<file path="src/rtl/dsb_pkg.sv">
package dsb_pkg;

    typedef enum logic [1:0] {
        BK_JUMP = 2'd0,
        BK_JAL  = 2'd1,
        BK_EQ   = 2'd2,
        BK_CMPZ = 2'd3
    } br_kind_e;

    typedef enum logic [2:0] {
        CZ_EQ   = 3'd0,
        CZ_NE   = 3'd1,
        CZ_LT   = 3'd2,
        CZ_LE   = 3'd3,
        CZ_GT   = 3'd4,
        CZ_GE   = 3'd5,
        CZ_RSV6 = 3'd6,
        CZ_RSV7 = 3'd7
    } cz_cond_e;

    typedef enum logic [0:0] {
        ST_IDLE = 1'b0,
        ST_PEND = 1'b1
    } dsb_state_e;

endpackage

</file>
<file path="src/rtl/dsb_target_calc.sv">
module dsb_target_calc #(
    parameter int XLEN  = 64,
    parameter int OFF_W = 26,
    parameter int IMM_W = 16
) (
    input  logic [XLEN-1:0]  pc,
    input  logic [OFF_W-1:0] field,
    input  logic             is_jump,
    output logic [XLEN-1:0]  target,
    output logic [XLEN-1:0]  link_val
);
    localparam int REGION_LSB = OFF_W + 2;
    localparam int EXT_W      = XLEN - IMM_W - 2;

    logic [XLEN-1:0] slot_pc;
    logic [XLEN-1:0] jump_tgt;
    logic [XLEN-1:0] imm_ext;
    logic [XLEN-1:0] rel_tgt;

    always_comb begin
        slot_pc  = pc + XLEN'(4);
        jump_tgt = {slot_pc[XLEN-1:REGION_LSB], field, 2'b00};
        imm_ext  = {{EXT_W{field[IMM_W-1]}}, field[IMM_W-1:0], 2'b00};
        rel_tgt  = slot_pc + imm_ext;
        target   = is_jump ? jump_tgt : rel_tgt;
        link_val = pc + XLEN'(8);
    end
endmodule

</file>
<file path="src/rtl/dsb_cond_eval.sv">
module dsb_cond_eval
    import dsb_pkg::*;
#(
    parameter int XLEN = 64
) (
    input  br_kind_e        kind,
    input  logic            ne,
    input  cz_cond_e        cond,
    input  logic [XLEN-1:0] rs,
    input  logic [XLEN-1:0] rt,
    output logic            taken
);
    logic is_zero;
    logic is_neg;
    logic cz_hit;

    always_comb begin
        is_zero = (rs == '0);
        is_neg  = rs[XLEN-1];
        unique case (cond)
            CZ_EQ:   cz_hit = is_zero;
            CZ_NE:   cz_hit = !is_zero;
            CZ_LT:   cz_hit = is_neg;
            CZ_LE:   cz_hit = is_neg || is_zero;
            CZ_GT:   cz_hit = !is_neg && !is_zero;
            CZ_GE:   cz_hit = !is_neg;
            CZ_RSV6: cz_hit = 1'b0;
            CZ_RSV7: cz_hit = 1'b0;
        endcase
        unique case (kind)
            BK_JUMP: taken = 1'b1;
            BK_JAL:  taken = 1'b1;
            BK_EQ:   taken = (rs == rt) ^ ne;
            BK_CMPZ: taken = cz_hit;
        endcase
    end
endmodule

</file>
<file path="src/rtl/dsb_branch_unit.sv">
module dsb_branch_unit
    import dsb_pkg::*;
#(
    parameter int XLEN     = 64,
    parameter int OFF_W    = 26,
    parameter int IMM_W    = 16,
    parameter int RIDX_W   = 5,
    parameter int LINK_REG = 31
) (
    input  logic              clk,
    input  logic              rst_n,
    input  logic              in_valid,
    input  logic [XLEN-1:0]   in_pc,
    input  logic [1:0]        in_kind,
    input  logic              in_likely,
    input  logic              in_link,
    input  logic              in_ne,
    input  logic [2:0]        in_cmp,
    input  logic [OFF_W-1:0]  in_field,
    input  logic [XLEN-1:0]   in_rs,
    input  logic [XLEN-1:0]   in_rt,
    input  logic              redirect_ack,
    output logic              out_valid,
    output logic              out_pending,
    output logic              out_annul,
    output logic [XLEN-1:0]   out_target,
    output logic              out_link_we,
    output logic [RIDX_W-1:0] out_link_idx,
    output logic [XLEN-1:0]   out_link_val
);
    localparam logic [RIDX_W-1:0] LINK_IDX = RIDX_W'(LINK_REG);

    br_kind_e   kind;
    cz_cond_e   cond;
    dsb_state_e state_q, state_d;

    logic            accept;
    logic            taken;
    logic            is_jump;
    logic            is_cond;
    logic            link_req;
    logic [XLEN-1:0] tgt_calc;
    logic [XLEN-1:0] link_calc;

    logic            valid_q;
    logic            annul_q;
    logic            link_we_q;
    logic [XLEN-1:0] target_q;
    logic [XLEN-1:0] link_val_q;

    assign kind     = br_kind_e'(in_kind);
    assign cond     = cz_cond_e'(in_cmp);
    assign is_jump  = (kind == BK_JUMP) || (kind == BK_JAL);
    assign is_cond  = !is_jump;
    assign link_req = (kind == BK_JAL) || ((kind == BK_CMPZ) && in_link);
    assign accept   = in_valid && (state_q == ST_IDLE);

    dsb_target_calc #(
        .XLEN  (XLEN),
        .OFF_W (OFF_W),
        .IMM_W (IMM_W)
    ) u_tgt (
        .pc       (in_pc),
        .field    (in_field),
        .is_jump  (is_jump),
        .target   (tgt_calc),
        .link_val (link_calc)
    );

    dsb_cond_eval #(
        .XLEN (XLEN)
    ) u_cond (
        .kind  (kind),
        .ne    (in_ne),
        .cond  (cond),
        .rs    (in_rs),
        .rt    (in_rt),
        .taken (taken)
    );

    // State register
    always_ff @(posedge clk) begin
        if (!rst_n) begin
            state_q <= ST_IDLE;
        end else begin
            state_q <= state_d;
        end
    end

    // Transitions: IDLE_TO_PEND, IDLE_STAY, PEND_TO_IDLE, PEND_HOLD
    always_comb begin
        state_d = state_q;
        unique case (state_q)
            ST_IDLE: begin
                if (accept && taken) begin
                    state_d = ST_PEND;
                end
            end
            ST_PEND: begin
                if (redirect_ack) begin
                    state_d = ST_IDLE;
                end
            end
        endcase
    end

    // Registered outputs
    always_ff @(posedge clk) begin
        if (!rst_n) begin
            valid_q    <= 1'b0;
            annul_q    <= 1'b0;
            link_we_q  <= 1'b0;
            target_q   <= '0;
            link_val_q <= '0;
        end else begin
            valid_q   <= accept;
            annul_q   <= accept && is_cond && in_likely && !taken;
            link_we_q <= accept && link_req;
            if (accept && taken) begin
                target_q <= tgt_calc;
            end
            if (accept && link_req) begin
                link_val_q <= link_calc;
            end
        end
    end

    assign out_valid    = valid_q;
    assign out_pending  = (state_q == ST_PEND);
    assign out_annul    = annul_q;
    assign out_target   = target_q;
    assign out_link_we  = link_we_q;
    assign out_link_idx = link_we_q ? LINK_IDX : '0;
    assign out_link_val = link_val_q;
endmodule

</file>
<file path="config.mk">
export PLATFORM = sky130hd
export DESIGN_NAME = dsb_branch_unit
export DESIGN_NICKNAME = d
export VERILOG_FILES = /design/src/rtl/dsb_pkg.sv /design/src/rtl/dsb_target_calc.sv /design/src/rtl/dsb_cond_eval.sv /design/src/rtl/dsb_branch_unit.sv
export SDC_FILE = /design/constraint.sdc
export NUM_CORES = 1
export LEC_CHECK = 0
export ABC_CLOCK_PERIOD_IN_PS = 6800
export BUFFER_PORTS_ARGS = -buffer_cell sky130_fd_sc_hd__buf_2
export CORE_MARGIN = 4
export CORE_UTILIZATION = 54
export CTS_BUF_LIST = sky130_fd_sc_hd__clkbuf_4 sky130_fd_sc_hd__clkbuf_8
export CTS_CLUSTER_DIAMETER = 200
export DETAILED_ROUTE_END_ITERATION = 12
export PLACE_DENSITY = 0.83
export SETUP_SLACK_MARGIN = 0.4
export SYNTH_ARGS = -nofsm -noshare
export SYNTH_HDL_FRONTEND = slang
export SYNTH_SLANG_ARGS = --single-unit
</file>
<file path="constraint.sdc">
create_clock -name clk -period 6.8 [get_ports clk]
set_input_delay 2.04 -clock clk [delete_from_list [all_inputs] [get_ports clk]]
set_output_delay 2.04 -clock clk [all_outputs]
set_load 0.005 [all_outputs]
</file>
==> results_dict.tcl, run 1 <==
set metrics [dict create \
    status "completed" \
    synth_ff_type "dfxtp_1" \
    slowest_stage "a2111oi_0" \
    cts_resized 0 \
    drc 0 \
    hold_viol_final 0 \
    hold_path.class "flop to flop" \
    layout.nets 2223 \
    grt_pass1_vias 12650 \
    die_y_um 157.2 \
    ctsHtreeMaxLevel 4 \
    io_pins 367 \
    clock_sinks 132 \
    cts_hold_buf 0 \
    viasPerCell 6.074 \
    dp_hpwl_mm 35.93 \
    postCtsSetupRepairBufs 0 \
    clk_latency_ps 480 \
    tns_ps 0 \
    drt_iter0_markers 926 \
    slew_viol_final 0 \
    timing.hold.ws_ps 454.3 \
    vias 13450 \
    grt_use_total_pct 34.46 \
    cts_root_buf "clkbuf_8" \
    coreArea_um2 21890 \
    tightest_slew_ps 1133 \
    cts_made_buffers 17 \
    relSlewSlack_pct 23.79 \
    worst-path-max-fanout 7 \
    cp.arrival_ps 6520 \
    yosys.cell_types.count 72 \
    first_pass_iters 6 \
    rsz0062_at_grt "false" \
    p_leak_nw 6.283 \
    drive_above_1_share_pct 23.54 \
    crit_chain "buf_2 > ha_1 > nand2_1 > nor3_4 > buf_4 > nand2_1 > nor2_1 > nand2_1 > xnor2_1 > ha_1 > o21a_1 > a2111oi_0 > nor3_1 > o2bb2ai_1 > nor2_1 > a311oi_1 > buf_4 > or2_2 > o21a_1 > o31ai_1 > o211a_1" \
    cts_tree "built" \
    async_flop_share_pct 0 \
    postRouteAntennaNets 0 \
    finalPower_mw 2.455 \
    powerDensity_nw_per_um2 169.5 \
    grt_max_degree 104 \
    crit_path_start_kind "input port" \
    timing.setup.critical_path_class "input port to flop" \
    syn_area_um2 12020 \
    grt_pass1_wl_mm 67.02 \
    setup_viol 0 \
    port_buffers 366 \
    yosysWarnings 0 \
    min_period_over_period_pct 89.58 \
    syn_avg_cell_area_um2 7.536 \
    synth_edf_count 0 \
    max_freq_mhz 164.2 \
    synth_top_area_cell "dfxtp_1" \
    ir_drop_mv 0.1139 \
    finClkSkew_ps 20.71 \
    ys_ff_latch 132 \
    placementRows 54 \
    cts_buffer_depth 2 \
    antenna_found_initial 7 \
    syn_nets 1902 \
    end_kind "flop" \
    place_congestion 0.9790 \
    cap_violations 0 \
    max_stage_delay_ps 440 \
    cpMostUsedCell "nand2_1" \
    min_period_ps 6091 \
    synth_top_area_share_pct 21.98 \
    die_w_um 157.2 \
    synth_cells 1595 \
    synth_seq_area_share_pct 21.98 \
    required_ps 7230 \
    initial_core_util_pct 54.91 \
    clk_pin_slew_ps 100 \
    dieArea_um2 24710 \
    synth_top_cells_by_area "dfxtp_1 (22%), xor2_1 (9.1%), ha_1 (7.9%)" \
    drt-total-wl_mm 44.91 \
    grt.overflow.total 0 \
    wire_per_inst_um 20.28 \
    syn_to_final_growth_pct 20.52 \
]
cells by family (layout without fill, tap and decap cells):
logic type | Yosys count | in the layout | share of synthesized area [%]
other cells | 0 | 6 | 0
simple gates | 598 | 598 | 24.47
xor+xnor | 222 | 222 | 16.18
compound gates | 410 | 410 | 22.15
flops | 132 | 132 | 21.98
fa+ha+maj | 77 | 77 | 8.077
mux | 37 | 37 | 3.081
buf+inv | 119 | 453 | 4.060
per-layer routing:
layer	vias up	routed length (um)	track usage (%)
met3	141	3734	8.276
met1	6222	16020	36.73
li1	6481	-	-
met4	2	2962	23.27
met5	-	12	0
met2	607	22180	60.21
Yosys cell counts, drive strengths merged, types with 4 or more instances:
| master | instances |
|---|---|
| a2111oi | 4 |
| a211o | 4 |
| a211oi | 82 |
| a21boi | 6 |
| a21o | 26 |
| a21oi | 107 |
| a311oi | 14 |
| a31oi | 17 |
| and2 | 8 |
| and3 | 16 |
| and4 | 6 |
| buf | 33 |
| clkbuf | 61 |
| dfxtp | 132 |
| ha | 76 |
| inv | 25 |
| mux2i | 37 |
| nand2 | 127 |
| nand2b | 9 |
| nand3 | 53 |
| nand4 | 57 |
| nor2 | 200 |
| nor2b | 5 |
| nor3 | 38 |
| nor3b | 4 |
| nor4 | 43 |
| o211ai | 10 |
| o21a | 8 |
| o21ai | 86 |
| o21bai | 14 |
| or2 | 5 |
| or3 | 18 |
| xnor2 | 97 |
| xor2 | 125 |
power breakdown:
group / switching (mW) / leakage, nW / internal [mW]
Clock: 0.410 / 0.188 / 0.280
Sequential: 0.0362 / 1.09 / 0.838
Combinational: 0.527 / 5.01 / 0.365
Total: 0.973 / 6.28 / 1.48
layout make-up:
type | instances | area, um2
well taps | 280 | 350.3
repair buffers | 396 | 2069
diodes | 6 | 15.01
flip-flops and latches | 132 | 2643
clock buffers | 18 | 247.7
inverters | 25 | 93.84
clock inverters | 14 | 141.4
multi-input cells | 1344 | 8926
fillers | 1968 | 7405
final timing paths:
path                 startpoint              to  slack, ps  cells past startpoint
hold / removal    out_target[0]   out_target[0]        450                      2
setup / recovery       in_pc[3]  out_target[59]        710                     21
setup reg to reg    out_pending  out_target[60]       4660                      6
hold reg to reg   out_target[0]   out_target[0]        450                      2
state kept, by name, indices dropped and copies added, names as in the netlist:
signal	count
out_pending	1
out_annul	1
out_target	64
out_valid	1
out_link_we	1
out_link_val	64
cell usage in the layout (no fill, tap or decap), drive strengths merged, types with 8 or more instances in the layout:
master	Yosys	layout
a211oi	82	82
a21o	26	26
a21oi	107	107
a311oi	14	14
a31oi	17	17
and2	8	8
and3	16	16
buf	33	396
clkbuf	61	18
dfxtp	132	132
ha	76	76
inv	25	31
mux2i	37	37
nand2	127	127
nand2b	9	9
nand3	53	53
nand4	57	57
nor2	200	200
nor3	38	38
nor4	43	43
o211ai	10	10
o21a	8	8
o21ai	86	86
o21bai	14	14
or3	18	18
xnor2	97	97
xor2	125	125
per-stage QoR:
| step | cells | setup WS [ps] | area (um2) | util [%] |
|---|---|---|---|---|
| 3_5_place_dp | 2177 | 229.5 | 14060 | 64.25 |
| 2_1_floorplan | 1595 | 642.4 | 12020 | - |
| 6_report | 2215 | 708.9 | 14490 | 66.18 |
| 3_3_place_gp | 2177 | 392.2 | 14060 | 64.25 |
| 5_1_grt | 2214 | 404.0 | 14480 | 66.16 |
| 4_1_cts | 2209 | 731.0 | 14450 | 66.03 |
worst max-delay path: cells and delay by family:
kind | cells | cell delay, ps
AO/OA/AOI/OAI | 7 | 1560
adder cells (fa/ha/maj) | 2 | 670
XOR/XNOR | 1 | 280
AND/OR/NAND/NOR | 8 | 1480
buffers and inverters | 3 | 480
Power figures use the tool's default switching activity.
==> inputs of run 2 (changes only) <==
- ABC_CLOCK_PERIOD_IN_PS: 6800 -> not set
- CORE_UTILIZATION: 54 -> 53
- CTS_BUF_LIST: sky130_fd_sc_hd__clkbuf_4 sky130_fd_sc_hd__clkbuf_8 -> not set
- PLACE_DENSITY: 0.83 -> 0.82
==> run 2 against run 1 <==
Net effect:
- setup slack got worse by 25 ps
- critical path type unchanged
- sequential power is essentially flat
- count of clock-buffer cells in the layout did not move
- hold slack better by 3.8 ps
==> results_dict.tcl, run 2 (synthesized netlist as in run 1, its figures left out) <==
set metrics [dict create \
    worst-path-max-fanout 8 \
    clk_pin_slew_ps 60 \
    layout.nets 2242 \
    clk_latency_ps 450 \
    drive_above_1_share_pct 24.35 \
    viasPerCell 6.238 \
    die_y_um 158.6 \
    mostFrequentLayoutCells "buf_2 (366), nor2_1 (198), dfxtp_1 (132), nand2_1 (127), xor2_1 (125)" \
    ir_drop_mv 0.1567 \
    cp.arrival_ps 6440 \
    end_kind "flop" \
    final_common_cell "buf_2" \
    ctsHtreeMaxLevel 4 \
    min_period_ps 6116 \
    crit_start "in_pc[13]" \
    rsz0062_at_grt "false" \
    drt-total-wl_mm 48.62 \
    clock_sinks 132 \
    dp.cells 2196 \
    wire_per_inst_um 21.76 \
    drc 0 \
    grt_pass1_vias 13200 \
    p_leak_nw 6.504 \
    tns_ps 0 \
    vias 13940 \
    placementRows 54 \
    finClkSkew_ps 17.44 \
    reg2reg_from "out_pending" \
    postRouteAntennaNets 0 \
    max_freq_mhz 163.5 \
    slew_viol_final 0 \
    drt_iter0_markers 1412 \
    timing.setup.critical_path_class "input port to flop" \
    antenna_found_initial 6 \
    min_period_over_period_pct 89.95 \
    grt_pass1_wl_mm 72.17 \
    status "completed" \
    crit_path_start_kind "input port" \
    relSlewSlack_pct 27.31 \
    powerDensity_nw_per_um2 190.4 \
    required_ps 7130 \
    cts_tree "built" \
    hold_path.class "flop to flop" \
    io_pins 367 \
    grt_max_degree 100 \
    cts_buffer_depth 2 \
    tightest_slew_ps 1090 \
    place_congestion 1.020 \
    hold_viol_final 0 \
    hold_start "out_target[1]" \
    grt_use_total_pct 36.64 \
    grt.overflow.total 0 \
    port_buffers 366 \
    syn_to_final_growth_pct 23.84 \
    fill_cells 1924 \
    cts_root_buf "clkbuf_16" \
    die_w_um 158.6 \
    dieArea_um2 25150 \
    cts_made_buffers 17 \
    initial_core_util_pct 54.41 \
    cap_violations 0 \
    setup_viol 0 \
    instances_no_fill 2234 \
    dp_hpwl_mm 37.82 \
    first_pass_iters 6 \
    coreArea_um2 22090 \
]
run 2: cell count changes in the layout (fill, tap and decap cells not counted), moves of 2 or more:
| cell | delta |
|---|---|
| buf_4 | +19 |
| bufinv_16 | +4 |
| clkinvlp_4 | -3 |
| inv_8 | -2 |
| clkinv_8 | -2 |
| clkbuf_8 | -17 |
| clkbuf_16 | +17 |
run 2: path summary, 6_finish.rpt:
| kind | endpoint | slack (ps) | cells after the start |
|---|---|---|---|
| max | out_target[63] | 680 | 18 |
| min | out_target[1] | 460 | 2 |
| max reg2reg | out_target[60] | 4590 | 6 |
| min reg2reg | out_target[1] | 460 | 2 |
run 2: repair_timing:
action / 4_1_cts / 5_1_grt
hold endpoints to repair: 0 / 0
hold buffers: 0 / 0
resized for setup: 0 / 5
setup endpoints to repair: 0 / 9
setup buffers: 0 / 0
run 2: routing by layer:
layer	share of wire [%]	vias to the layer above	GRT usage, %
met4	7.2	0	23.44
li1	-	6515	-
met2	47	782	61.27
met3	9.1	203	9.622
met5	0	-	0
met1	36	6436	41.27
run 2: power breakdown:
group | internal [mW] | switching, mW | total (mW)
combinational | 0.373 | 0.550 | 0.923
sequential | 0.839 | 0.0366 | 0.875
clock | 0.629 | 0.407 | 1.04
run 2: final cells by class:
cell class	instances	area (um2)	area share (%)
diodes	7	17.52	0.1177
clock buffers	18	439.2	2.950
clock inverters	13	197.7	1.328
inverters	25	93.84	0.6304
multi-input cells	1344	8932	60.01
flip-flops and latches	132	2643	17.75
well taps	280	350.3	2.354
repair buffers	415	2212	14.86
run 2: critical path, stage by stage:
cell and delay [ps]:
buf_2 210, nand4_1 270, nor3_2 420, nand2_1 150, buf_4 170, or3_1 360
xnor2_1 160, ha_1 390, nand2_1 100, or3_1 410, a2111oi_0 520, nor2_2 160
a311oi_1 290, buf_4 170, or2_2 140, o211a_1 180, nor2_1 50, a211o_1 250
run 2: through the flow:
step	area (um2)	utilization (%)	hold WS [ps]	worst slack (ps)	power, mW
2_1_floorplan	12020	-	448.3	642.4	1.433
3_3_place_gp	14210	64.31	437.9	268.9	1.770
3_5_place_dp	14210	64.31	450.8	132.0	1.785
4_1_cts	14840	67.19	459.3	562.9	2.812
5_1_grt	14880	67.34	485.3	413.0	2.949
6_report	14890	67.37	458.1	683.7	2.835
